File: config.mk
export PLATFORM = sky130hd
export DESIGN_NAME = paged_pkt_formatter
export DESIGN_NICKNAME = d
export VERILOG_FILES = /design/src/rtl/pbf_pkg.sv /design/src/rtl/pbf_hdr_decode.sv /design/src/rtl/pbf_tx.sv /design/src/rtl/pbf_rx.sv /design/src/rtl/paged_pkt_formatter.sv
export SDC_FILE = /design/constraint.sdc
export NUM_CORES = 1
export LEC_CHECK = 0
export BUFFER_PORTS_ARGS = -buffer_cell sky130_fd_sc_hd__clkbuf_2
export CELL_PAD_IN_SITES_DETAIL_PLACEMENT = 1
export CELL_PAD_IN_SITES_GLOBAL_PLACEMENT = 1
export CORE_ASPECT_RATIO = 2
export CORE_MARGIN = 10
export CORE_UTILIZATION = 47
export CTS_BUF_LIST = sky130_fd_sc_hd__clkbuf_2
export CTS_CLUSTER_DIAMETER = 40
export DETAILED_ROUTE_END_ITERATION = 16
export PLACE_DENSITY_LB_ADDON = 0.1
export SLEW_MARGIN = 20
export SYNTH_ARGS = -nofsm -noshare
export SYNTH_HDL_FRONTEND = slang
export SYNTH_SLANG_ARGS = --single-unit
export TNS_END_PERCENT = 30
File: constraint.sdc
create_clock -name clk -period 7 [get_ports clk]
set_input_delay 1.4 -clock clk [delete_from_list [all_inputs] [get_ports clk]]
set_output_delay 1.4 -clock clk [all_outputs]
set_load 0.05 [all_outputs]
File: src/rtl/pbf_pkg.sv
package pbf_pkg;
  localparam int unsigned BYTE_W        = 8;
  localparam int unsigned OFF_W         = 9;
  localparam int unsigned LEN_W         = 10;
  localparam int unsigned SHORT_MIN_CNT = 3;
  localparam int unsigned LONG_MIN_CNT  = 4;

  typedef enum logic [3:0] {
    TX_IDLE, TX_SID, TX_A1, TX_A2, TX_C2, TX_C3, TX_FETCH, TX_LOAD, TX_SEND
  } tx_state_e;

  typedef enum logic [2:0] {
    RX_IDLE, RX_SID, RX_DID, RX_CNT, RX_CNT3, RX_DATA, RX_DROP
  } rx_state_e;

  // count byte legality: ext selects the second (long) count byte
  function automatic logic cnt_legal(input logic [BYTE_W-1:0] c, input logic ext);
    return ext ? (c >= BYTE_W'(LONG_MIN_CNT)) : (c >= BYTE_W'(SHORT_MIN_CNT));
  endfunction

  // data length: bytes from the start offset to the end of one or two pages
  function automatic logic [LEN_W-1:0] span_len(input logic [BYTE_W-1:0] c, input logic ext);
    return (ext ? LEN_W'(512) : LEN_W'(256)) - LEN_W'(c);
  endfunction
endpackage

File: src/rtl/pbf_hdr_decode.sv
module pbf_hdr_decode
  import pbf_pkg::*;
(
  input  logic [BYTE_W-1:0] cnt,
  input  logic              long_en,
  input  logic              ext,
  output logic              need_ext,
  output logic              legal,
  output logic [OFF_W-1:0]  start_off,
  output logic [LEN_W-1:0]  data_len
);
  always_comb begin
    need_ext  = !ext && long_en && (cnt == '0);
    legal     = cnt_legal(cnt, ext);
    start_off = OFF_W'(cnt);
    data_len  = span_len(cnt, ext);
  end
endmodule

File: src/rtl/pbf_tx.sv
module pbf_tx
  import pbf_pkg::*;
#(
  parameter int PAGE_W = 3
) (
  input  logic              clk,
  input  logic              rst_n,
  input  logic              start,
  input  logic [PAGE_W-1:0] page,
  input  logic              long_en,
  input  logic [BYTE_W-1:0] node_id,
  output logic [PAGE_W+7:0] ram_addr,
  output logic              ram_we,
  output logic [BYTE_W-1:0] ram_wdata,
  input  logic [BYTE_W-1:0] ram_rdata,
  output logic              busy,
  output logic              out_valid,
  input  logic              out_ready,
  output logic [BYTE_W-1:0] out_data,
  output logic              out_last,
  output logic              done,
  output logic              err,
  output logic [BYTE_W-1:0] hdr_did,
  output logic [LEN_W-1:0]  hdr_len
);
  localparam int ADDR_W = PAGE_W + 8;

  tx_state_e         st;
  logic [PAGE_W-1:0] page_q;
  logic              long_q;
  logic [OFF_W-1:0]  ptr, off;
  logic [LEN_W-1:0]  remain, len_q;
  logic [BYTE_W-1:0] did_q, dat_q;
  logic              done_q, err_q;
  logic              need_ext, legal;
  logic [OFF_W-1:0]  start_off;
  logic [LEN_W-1:0]  data_len;
  logic              tx_fire;

  pbf_hdr_decode u_dec (
    .cnt(ram_rdata), .long_en(long_q), .ext(st == TX_C3),
    .need_ext(need_ext), .legal(legal), .start_off(start_off), .data_len(data_len)
  );

  always_comb begin
    unique case (st)
      TX_SID:  off = OFF_W'(0);
      TX_A1:   off = OFF_W'(1);
      TX_A2:   off = OFF_W'(2);
      TX_C2:   off = OFF_W'(3);
      TX_SEND: off = ptr + OFF_W'(1);
      default: off = ptr;
    endcase
  end

  assign ram_addr  = ADDR_W'({page_q, 8'h00}) + ADDR_W'(off);
  assign ram_we    = (st == TX_SID);
  assign ram_wdata = node_id;
  assign busy      = (st != TX_IDLE);
  assign out_valid = (st == TX_SEND);
  assign out_data  = dat_q;
  assign out_last  = (remain == LEN_W'(1));
  assign tx_fire   = out_valid && out_ready;
  assign done      = done_q;
  assign err       = err_q;
  assign hdr_did   = did_q;
  assign hdr_len   = len_q;

  always_ff @(posedge clk) begin
    if (!rst_n) begin
      st <= TX_IDLE; page_q <= '0; long_q <= 1'b0; ptr <= '0; remain <= '0;
      len_q <= '0; did_q <= '0; dat_q <= '0; done_q <= 1'b0; err_q <= 1'b0;
    end else begin
      done_q <= 1'b0;
      err_q  <= 1'b0;
      unique case (st)
        TX_IDLE: if (start) begin
          page_q <= page; long_q <= long_en; st <= TX_SID;
        end
        TX_SID: st <= TX_A1;
        TX_A1:  st <= TX_A2;
        TX_A2: begin did_q <= ram_rdata; st <= TX_C2; end
        TX_C2, TX_C3: begin
          if (need_ext) st <= TX_C3;
          else if (!legal) begin
            len_q <= '0; done_q <= 1'b1; err_q <= 1'b1; st <= TX_IDLE;
          end else begin
            ptr <= start_off; remain <= data_len; len_q <= data_len; st <= TX_FETCH;
          end
        end
        TX_FETCH: st <= TX_LOAD;
        TX_LOAD: begin dat_q <= ram_rdata; st <= TX_SEND; end
        TX_SEND: if (out_ready) begin
          if (out_last) begin done_q <= 1'b1; st <= TX_IDLE; end
          else begin ptr <= ptr + OFF_W'(1); remain <= remain - LEN_W'(1); st <= TX_LOAD; end
        end
        default: st <= TX_IDLE;
      endcase
    end
  end


  sid_first_chk: assert property (@(posedge clk) disable iff (!rst_n)
    $rose(busy) |-> ram_we);

  hold_on_stall_chk: assert property (@(posedge clk) disable iff (!rst_n)
    out_valid && !out_ready |=> out_valid && $stable(out_data) && $stable(out_last));

  last_done_chk: assert property (@(posedge clk) disable iff (!rst_n)
    tx_fire && out_last |=> done && !err);
endmodule

File: src/rtl/pbf_rx.sv
module pbf_rx
  import pbf_pkg::*;
#(
  parameter int PAGE_W = 3
) (
  input  logic              clk,
  input  logic              rst_n,
  input  logic              start,
  input  logic [PAGE_W-1:0] page,
  input  logic              long_en,
  input  logic              in_valid,
  output logic              in_ready,
  input  logic [BYTE_W-1:0] in_data,
  input  logic              in_last,
  output logic [PAGE_W+7:0] ram_addr,
  output logic              ram_we,
  output logic [BYTE_W-1:0] ram_wdata,
  output logic              busy,
  output logic              done,
  output logic              err,
  output logic              ok,
  output logic [BYTE_W-1:0] hdr_did,
  output logic [LEN_W-1:0]  hdr_len
);
  localparam int ADDR_W = PAGE_W + 8;

  rx_state_e         st;
  logic [PAGE_W-1:0] page_q;
  logic              long_q;
  logic [OFF_W-1:0]  ptr, off;
  logic [LEN_W-1:0]  len_q;
  logic [BYTE_W-1:0] did_q;
  logic              done_q, err_q, ok_q;
  logic              need_ext, legal;
  logic [OFF_W-1:0]  start_off;
  logic [LEN_W-1:0]  data_len;

  pbf_hdr_decode u_dec (
    .cnt(in_data), .long_en(long_q), .ext(st == RX_CNT3),
    .need_ext(need_ext), .legal(legal), .start_off(start_off), .data_len(data_len)
  );

  always_comb begin
    unique case (st)
      RX_SID:  off = OFF_W'(0);
      RX_DID:  off = OFF_W'(1);
      RX_CNT:  off = OFF_W'(2);
      RX_CNT3: off = OFF_W'(3);
      default: off = ptr;
    endcase
  end

  assign in_ready  = (st != RX_IDLE);
  assign busy      = in_ready;
  assign ram_addr  = ADDR_W'({page_q, 8'h00}) + ADDR_W'(off);
  assign ram_we    = in_valid && in_ready && (st != RX_DROP);
  assign ram_wdata = in_data;
  assign done      = done_q;
  assign err       = err_q;
  assign ok        = ok_q;
  assign hdr_did   = did_q;
  assign hdr_len   = len_q;

  always_ff @(posedge clk) begin
    if (!rst_n) begin
      st <= RX_IDLE; page_q <= '0; long_q <= 1'b0; ptr <= '0; len_q <= '0;
      did_q <= '0; done_q <= 1'b0; err_q <= 1'b0; ok_q <= 1'b0;
    end else begin
      done_q <= 1'b0;
      err_q  <= 1'b0;
      ok_q   <= 1'b0;
      if (st == RX_IDLE) begin
        if (start) begin page_q <= page; long_q <= long_en; st <= RX_SID; end
      end else if (in_valid) begin
        unique case (st)
          RX_SID:
            if (in_last) begin done_q <= 1'b1; err_q <= 1'b1; st <= RX_IDLE; end
            else st <= RX_DID;
          RX_DID: begin
            did_q <= in_data;
            if (in_last) begin done_q <= 1'b1; err_q <= 1'b1; st <= RX_IDLE; end
            else st <= RX_CNT;
          end
          RX_CNT, RX_CNT3: begin
            if (in_last) begin done_q <= 1'b1; err_q <= 1'b1; st <= RX_IDLE; end
            else if (need_ext) st <= RX_CNT3;
            else if (!legal) begin len_q <= '0; st <= RX_DROP; end
            else begin ptr <= start_off; len_q <= data_len; st <= RX_DATA; end
          end
          RX_DATA: begin
            ptr <= ptr + OFF_W'(1);
            if (in_last) begin done_q <= 1'b1; ok_q <= 1'b1; st <= RX_IDLE; end
          end
          RX_DROP:
            if (in_last) begin done_q <= 1'b1; err_q <= 1'b1; st <= RX_IDLE; end
          default: st <= RX_IDLE;
        endcase
      end
    end
  end


  done_pulse_chk: assert property (@(posedge clk) disable iff (!rst_n)
    done |=> !done);

  ok_excl_err_chk: assert property (@(posedge clk) disable iff (!rst_n)
    ok |-> !err);
endmodule

File: src/rtl/paged_pkt_formatter.sv
module paged_pkt_formatter
  import pbf_pkg::*;
#(
  parameter int NUM_PAGES = 8,
  parameter int PAGE_W    = $clog2(NUM_PAGES)
) (
  input  logic              clk,
  input  logic              rst_n,
  input  logic [PAGE_W-1:0] page_sel,
  input  logic              long_mode,
  input  logic [7:0]        node_id,
  input  logic              tx_start,
  input  logic              rx_start,
  output logic              busy,
  output logic [PAGE_W+7:0] ram_addr,
  output logic              ram_we,
  output logic [7:0]        ram_wdata,
  input  logic [7:0]        ram_rdata,
  output logic              out_valid,
  input  logic              out_ready,
  output logic [7:0]        out_data,
  output logic              out_last,
  input  logic              in_valid,
  output logic              in_ready,
  input  logic [7:0]        in_data,
  input  logic              in_last,
  output logic              done,
  output logic              len_err,
  output logic              rx_ok,
  output logic [7:0]        hdr_did,
  output logic              hdr_bcast,
  output logic [9:0]        hdr_len
);
  localparam int ADDR_W = PAGE_W + 8;

  logic              tx_go, rx_go, tx_busy, rx_busy, sel_rx;
  logic [ADDR_W-1:0] tx_addr, rx_addr;
  logic              tx_we, rx_we, tx_done, rx_done, tx_err, rx_err, rx_ok_e;
  logic [7:0]        tx_wdata, rx_wdata, tx_did, rx_did;
  logic [LEN_W-1:0]  tx_len, rx_len;

  assign busy  = tx_busy || rx_busy;
  assign tx_go = tx_start && !busy;
  assign rx_go = rx_start && !busy && !tx_start;

  pbf_tx #(.PAGE_W(PAGE_W)) u_tx (
    .clk(clk), .rst_n(rst_n), .start(tx_go), .page(page_sel), .long_en(long_mode),
    .node_id(node_id), .ram_addr(tx_addr), .ram_we(tx_we), .ram_wdata(tx_wdata),
    .ram_rdata(ram_rdata), .busy(tx_busy), .out_valid(out_valid), .out_ready(out_ready),
    .out_data(out_data), .out_last(out_last), .done(tx_done), .err(tx_err),
    .hdr_did(tx_did), .hdr_len(tx_len)
  );

  pbf_rx #(.PAGE_W(PAGE_W)) u_rx (
    .clk(clk), .rst_n(rst_n), .start(rx_go), .page(page_sel), .long_en(long_mode),
    .in_valid(in_valid), .in_ready(in_ready), .in_data(in_data), .in_last(in_last),
    .ram_addr(rx_addr), .ram_we(rx_we), .ram_wdata(rx_wdata), .busy(rx_busy),
    .done(rx_done), .err(rx_err), .ok(rx_ok_e), .hdr_did(rx_did), .hdr_len(rx_len)
  );

  always_ff @(posedge clk) begin
    if (!rst_n)     sel_rx <= 1'b0;
    else if (tx_go) sel_rx <= 1'b0;
    else if (rx_go) sel_rx <= 1'b1;
  end

  assign ram_addr  = rx_busy ? rx_addr  : tx_addr;
  assign ram_we    = rx_busy ? rx_we    : tx_we;
  assign ram_wdata = rx_busy ? rx_wdata : tx_wdata;
  assign done      = tx_done || rx_done;
  assign len_err   = tx_err || rx_err;
  assign rx_ok     = rx_ok_e;
  assign hdr_did   = sel_rx ? rx_did : tx_did;
  assign hdr_len   = sel_rx ? rx_len : tx_len;
  assign hdr_bcast = (hdr_did == 8'h00);


  one_engine_chk: assert property (@(posedge clk) disable iff (!rst_n)
    $onehot0({tx_busy, rx_busy}));

  flags_with_done_chk: assert property (@(posedge clk) disable iff (!rst_n)
    (len_err || rx_ok) |-> done);

  idle_no_write_chk: assert property (@(posedge clk) disable iff (!rst_n)
    !busy |-> !ram_we);
endmodule

==> results of run 1 <==
-- power by group through the flow --
stage	sequential [mW]	clock, mW	combinational, mW
3_3_place_gp	0.622	0	0.622
2_1_floorplan	0.586	0	0.504
5_1_grt	0.626	0.331	0.683
4_1_cts	0.618	0.312	0.638
3_5_place_dp	0.628	0	0.635
6_report	0.620	0.310	0.633
-- flip-flops by register name, summed over array words and instances, names as in the netlist --
name,flops
sel_rx,1
u_rx.ptr,9
u_rx.err,1
u_tx.done,1
u_tx.page_q,3
u_rx.long_q,1
u_tx.err,1
u_tx.out_data,8
u_rx.ok,1
u_rx.hdr_did,8
u_tx.ptr,9
u_tx.st,4
u_rx.hdr_len,10
u_rx.page_q,3
u_rx.done,1
u_rx.st,3
u_tx.hdr_did,8
u_tx.remain,10
u_tx.hdr_len,10
u_tx.long_q,1
-- final cells by class --
| class | count | area share (%) |
|---|---|---|
| Inverter | 17 | 1.06 |
| Tap cell | 142 | 2.95 |
| Clock buffer | 9 | 0.748 |
| Multi-Input combinational cell | 530 | 55.0 |
| Sequential cell | 93 | 30.9 |
| Clock inverter | 7 | 1.45 |
| Timing Repair Buffer | 92 | 7.81 |
| Antenna cell | 1 | 0.0415 |
-- per-stage QoR --
step	total power [mW]	setup slack, ns
finish	1.56	1.74
global route	1.64	1.45
CTS	1.57	1.73
detailed placement	1.26	2.46
global placement	1.24	2.58
floorplan	1.09	2.68
-- worst max-delay path by stage --
stage | from | end | slack [ns] | cells past startpoint
after floorplan | u_tx.st[1] | ram_addr[0] | 2.68 | 6
after global placement | u_tx.st[3] | ram_addr[10] | 2.58 | 11
after detailed placement | u_tx.st[3] | ram_addr[10] | 2.46 | 11
after CTS | u_tx.st[3] | ram_addr[10] | 1.73 | 11
after global routing | u_tx.st[3] | ram_addr[10] | 1.45 | 11
final | u_tx.st[3] | ram_addr[10] | 1.74 | 11
-- cells by family (layout without fill, tap and decap cells) --
logic type | after synthesis | in the layout | synth area share [%]
other | 0 | 1 | 0
DFF | 93 | 93 | 34.1
and+or+nand+nor | 282 | 282 | 25.5
AOI/OAI and AO/OA | 175 | 175 | 21.1
muxes | 44 | 44 | 8.56
adders and majority gates | 12 | 12 | 2.75
buffers and inverters | 68 | 125 | 5.27
xor gates and xnor gates | 17 | 17 | 2.72
-- routing by layer --
metal / part of all wire [%] / up-vias
met5: 0 / -
met1: 37 / 2687
met2: 55 / 131
met4: 4.0 / 0
met3: 3.3 / 43
li1: - / 2599
-- layout by cell type, fill, tap and decap left out, types with 16 or more instances in the layout --
cell      instances
a21oi_1          56
a22oi_1          18
clkbuf_2         97
dfxtp_1          93
inv_1            16
mux2_2           22
mux2i_1          22
nand2_1          95
nor2_1           70
nor3_1           18
o21ai_0          31
-- critical path, stage by stage, from the launching register on --
cell and delay (ns):
dfxtp_1 0.66, or4b_4 0.74, inv_1 0.33, nor2_1 0.18
o21ai_0 0.22, nand2_1 0.12, ha_1 0.25, ha_1 0.21
xor2_1 0.13, nand2_1 0.06, o21ai_0 0.08, clkbuf_2 0.30
==> results_dict.tcl, run 1 <==
set metrics [dict create \
    outcome "complete, no violations" \
    antenna_found_initial 1 \
    start_util_pct 48.1 \
    multi_input_area_sq_mm 0.00332 \
    required_ns 5.60 \
    die_width_um 96.3 \
    met1_usage_pct 24.6 \
    final_cell_area_sq_mm 0.00602 \
    wirelength_um 19400 \
    syn_area_per_cell_sq_um 7.91 \
    r2r-start "u_tx.st[3]" \
    startpoint_type "flip-flop" \
    p_sw_share_pct 47.2 \
    fillCellCount 1461 \
    yosysWarningCount 0 \
    rsz0062_at_grt "no" \
    drv_cap 0 \
    netlist_top_cells_area "dfxtp_1 34%, nand2_1 6.5%, a21oi_1 5.1%" \
    setup.worst_path.end_class "output port" \
    slew_viol_final 0 \
    whs_endpoint "u_tx.out_data[4]" \
    grt-ovfl-total 0 \
    p_seq_share_pct 39.6 \
    die_area_sq_mm 0.0166 \
    initialDrtViolationCount 247 \
    clk_latency_ns 0.60 \
    first_pass_iters 4 \
    nNetsFinal 790 \
    yosys-top-cells-count "95 x nand2_1, 93 x dfxtp_1, 70 x nor2_1" \
    grt_start_max_net_pins 49 \
    gp_congestion 0.900 \
    place_inst 874 \
    finalCoreUtilization_pct 53.1 \
    finalCritPeriodShare_pct 75.1 \
    min-delay-start "u_tx.out_data[4]" \
    regArea_sq_mm 0.00186 \
    worstPathMaxFanout 41 \
    finalHoldViolCount 0 \
    die_y_um 173 \
    rrSetupSlack_ns 3.63 \
    use_met2_pct 42.8 \
    p_int_uw 825 \
    fmax_ghz 0.190 \
    slew_headroom_pct 36.7 \
    wl_per_cell_um 21.8 \
    top_usage_layer "met2" \
    clockPowerShare_pct 19.8 \
    numClockSinks 93 \
    boundaryPins 89 \
    synth_seq_area_share_pct 34.1 \
    hold_slack_ns 0.473 \
    grt_pass1_vias 5812 \
    comb_power_share_pct 40.5 \
    num_vias 5460 \
    synth_top_area_share_pct 34.1 \
    syn_nets 738 \
    power.density_mw_per_mm2 259 \
    post-cts-setup-buffer-count 0 \
    synth_cell_types 70 \
    holdPathStages 2 \
    synthCells 691 \
    placed_area_sq_mm 0.00589 \
    hold_buffers 0 \
    drive_gt1_share_pct 20.1 \
    fin_cells 891 \
    cp_data_arrival_time_ns 3.86 \
    ys.flop_type "dfxtp_1" \
    hpwl_um 15100 \
    finalSetupViolCount 0 \
    cts_tree "done" \
    grt_util_met3_pct 3.66 \
    rows 55 \
    path_class "reg2out" \
    synth_edf_count 0 \
    cts_max_level 3 \
    ant_nets 0 \
    root_buffer "clkbuf_2" \
    clkTransAtPathRegs_ns 0.32 \
    min_period_ns 5.26 \
    tns_ns 0 \
    syn_area_sq_mm 0.00547 \
    ctsResizeCount 0 \
    coreArea_sq_mm 0.0114 \
    io_buffers 88 \
    yosysTopAreaCell "dfxtp_1" \
    leakagePower_nw 2.44 \
    grt_pass1_wl_um 31100 \
    numCtsBuffers 9 \
    hp-class "reg2reg" \
    ir_drop_mv 0.277 \
    syn_to_final_growth_pct 10.2 \
    synth-async-reset-ratio_pct 0 \
    r2r_end "u_tx.remain[9]" \
    synth-seq-cells 93 \
    synth.most_common_cell "nand2_1" \
    reg2regPathDepth 6 \
    cts_buffer_depth 2 \
    tightestPinTransition_ns 0.950 \
    p_switching_uw 738 \
    grt_usage_pct 23.5 \
    avgViaCountPerCell 6.13 \
    drc_errors 0 \
    fin_skew_ns 0.0402 \
]
(Power assumes the default switching activity.)
==> run 2: changes to the inputs <==
- CORE_UTILIZATION: 47 -> 43
- clock period: 7 -> 5.15 ns (I/O delays scaled with it)
==> results_dict.tcl, run 2 (synthesis gave the netlist of run 1 again) <==
set metrics [dict create \
    final_common_cell "clkbuf_2" \
    wl_per_cell_um 21.3 \
    die_y_um 179 \
    first_pass_iters 5 \
    clockPowerShare_pct 20.0 \
    root_buffer "clkbuf_2" \
    initialDrtViolationCount 239 \
    path_cells "or4b_4 > clkinvlp_4 > nor2_1 > o21ai_0 > nand2_1 > ha_1 > ha_1 > xor2_1 > nand2_1 > o21ai_0 > clkbuf_2" \
    p_switching_mw 1.00 \
    nNetsFinal 792 \
    fmax_ghz 0.209 \
    num_vias 5429 \
    cts_buffer_depth 2 \
    path_class "reg2out" \
    numClockSinks 93 \
    boundaryPins 89 \
    startpoint_type "flip-flop" \
    fillCellCount 1626 \
    grt_usage_pct 21.2 \
    tightestPinTransition_ns 0.929 \
    place_inst 884 \
    leakagePower_nw 2.44 \
    min_period_ns 4.78 \
    tns_ns 0 \
    finalCritPeriodShare_pct 92.9 \
    start_util_pct 43.5 \
    slew_headroom_pct 38.1 \
    io_buffers 88 \
    syn_to_final_growth_pct 10.9 \
    finalHoldViolCount 0 \
    grt-ovfl-total 0 \
    max_stage_delay_ns 0.68 \
    antenna_found_initial 1 \
    hp-class "reg2reg" \
    finalSetupViolCount 0 \
    grt_pass1_wl_um 30900 \
    drv_cap 0 \
    layout_common_cells "97 x clkbuf_2, 95 x nand2_1, 91 x dfxtp_1" \
    p_int_mw 1.12 \
    rows 58 \
    hpwl_um 14700 \
    cts_max_level 3 \
    die_area_sq_mm 0.0179 \
    rsz0062_at_grt "no" \
    hold_slack_ns 0.474 \
    cts_tree "done" \
    setup.worst_path.end_class "output port" \
    outcome "complete, no violations" \
    slew_viol_final 0 \
    clk_latency_ns 0.63 \
    finalPower_mw 2.13 \
    p_sw_share_pct 47.3 \
    grt_pass1_vias 5764 \
    required_ns 4.12 \
    worstPathMaxFanout 41 \
    gp_congestion 0.901 \
    cpLargestDelayFamily "simple AND/OR/NAND/NOR gates" \
    p_seq_share_pct 39.6 \
    fin_cells 901 \
    clkTransAtPathRegs_ns 0.32 \
    drc_errors 0 \
    post-cts-setup-buffer-count 0 \
    ant_nets 0 \
    comb_power_share_pct 40.5 \
    avgViaCountPerCell 6.03 \
    coreArea_sq_mm 0.0126 \
    drive_gt1_share_pct 20.7 \
    power.density_mw_per_mm2 351 \
    cp_data_arrival_time_ns 3.75 \
    ir_drop_mv 0.326 \
    grt_start_max_net_pins 42 \
    cp_slowest_cell "dfxtp_1" \
    path_buf_inv 2 \
    numCtsBuffers 9 \
    die_width_um 99.7 \
    fin_skew_ns 0.0484 \
    wirelength_um 19200 \
]
==> run 2: changes by cell type in the layout (fill, tap and decap cells not counted), sizes merged <==
cell      previous run  this run
clkinvlp             0         3
inv                 21        19
buf                  4         6
clkinv               2         1
==> run 2: area by class of cell <==
cell class	instances	area (sq um)	share of cell area (%)
Multi-Input combinational cell	530	3320	54.7
Sequential cell	93	1860	30.8
Timing Repair Buffer	94	485	8.01
Tap cell	150	188	3.10
Clock inverter	7	92.6	1.53
Inverter	17	67.6	1.11
Clock buffer	9	45.0	0.743
Antenna cell	1	2.50	0.0413
==> run 2: through the flow <==
stage	utilization, %	setup WS [ns]	area (sq um)
after detailed placement	47.1	0.927	5910
final	48.3	0.368	6060
after global placement	47.1	1.03	5910
after floorplan	-	1.20	5470
after global routing	48.3	0.0289	6060
after CTS	48.2	0.226	6050
==> run 2: tightest hold or removal path: stages (launching register included) <==
cell and delay [ns]:
dfxtp_1 0.39, nand2_1 0.05, a21oi_1 0.05
==> run 2: worst paths after layout <==
path	start	end	slack, ns	cells past startpoint
hold / removal	u_tx.out_data[4]	u_tx.out_data[4]	0.47	2
setup reg to reg	u_tx.st[0]	u_tx.remain[0]	1.87	6
hold reg to reg	u_tx.out_data[4]	u_tx.out_data[4]	0.47	2
setup / recovery	u_tx.st[0]	ram_addr[10]	0.37	11
==> run 2: metal layers <==
layer | up-vias | global-route usage (%) | wire (um)
met1 | 2642 | 22.1 | 7270
met5 | - | 0 | 0
met3 | 50 | 3.53 | 695
met2 | 149 | 37.6 | 10200
met4 | 0 | 13.4 | 1040
li1 | 2588 | - | -
==> run 2: repair_timing <==
| action | CTS | global route |
|---|---|---|
| resized for setup | 0 | 3 |
| setup endpoints to repair | 0 | 1 |
| endpoints found under the hold margin | 0 | 0 |
| hold buffers | 0 | 0 |
==> run 2: power groups by stage <==
stage          logic, mW  clock network (mW)  registers [mW]
6_report           0.861               0.424           0.841
5_1_grt            0.925               0.459           0.852
4_1_cts            0.867               0.433           0.839
3_5_place_dp       0.862                   0           0.852
3_3_place_gp       0.850                   0           0.847
2_1_floorplan      0.686                   0           0.797
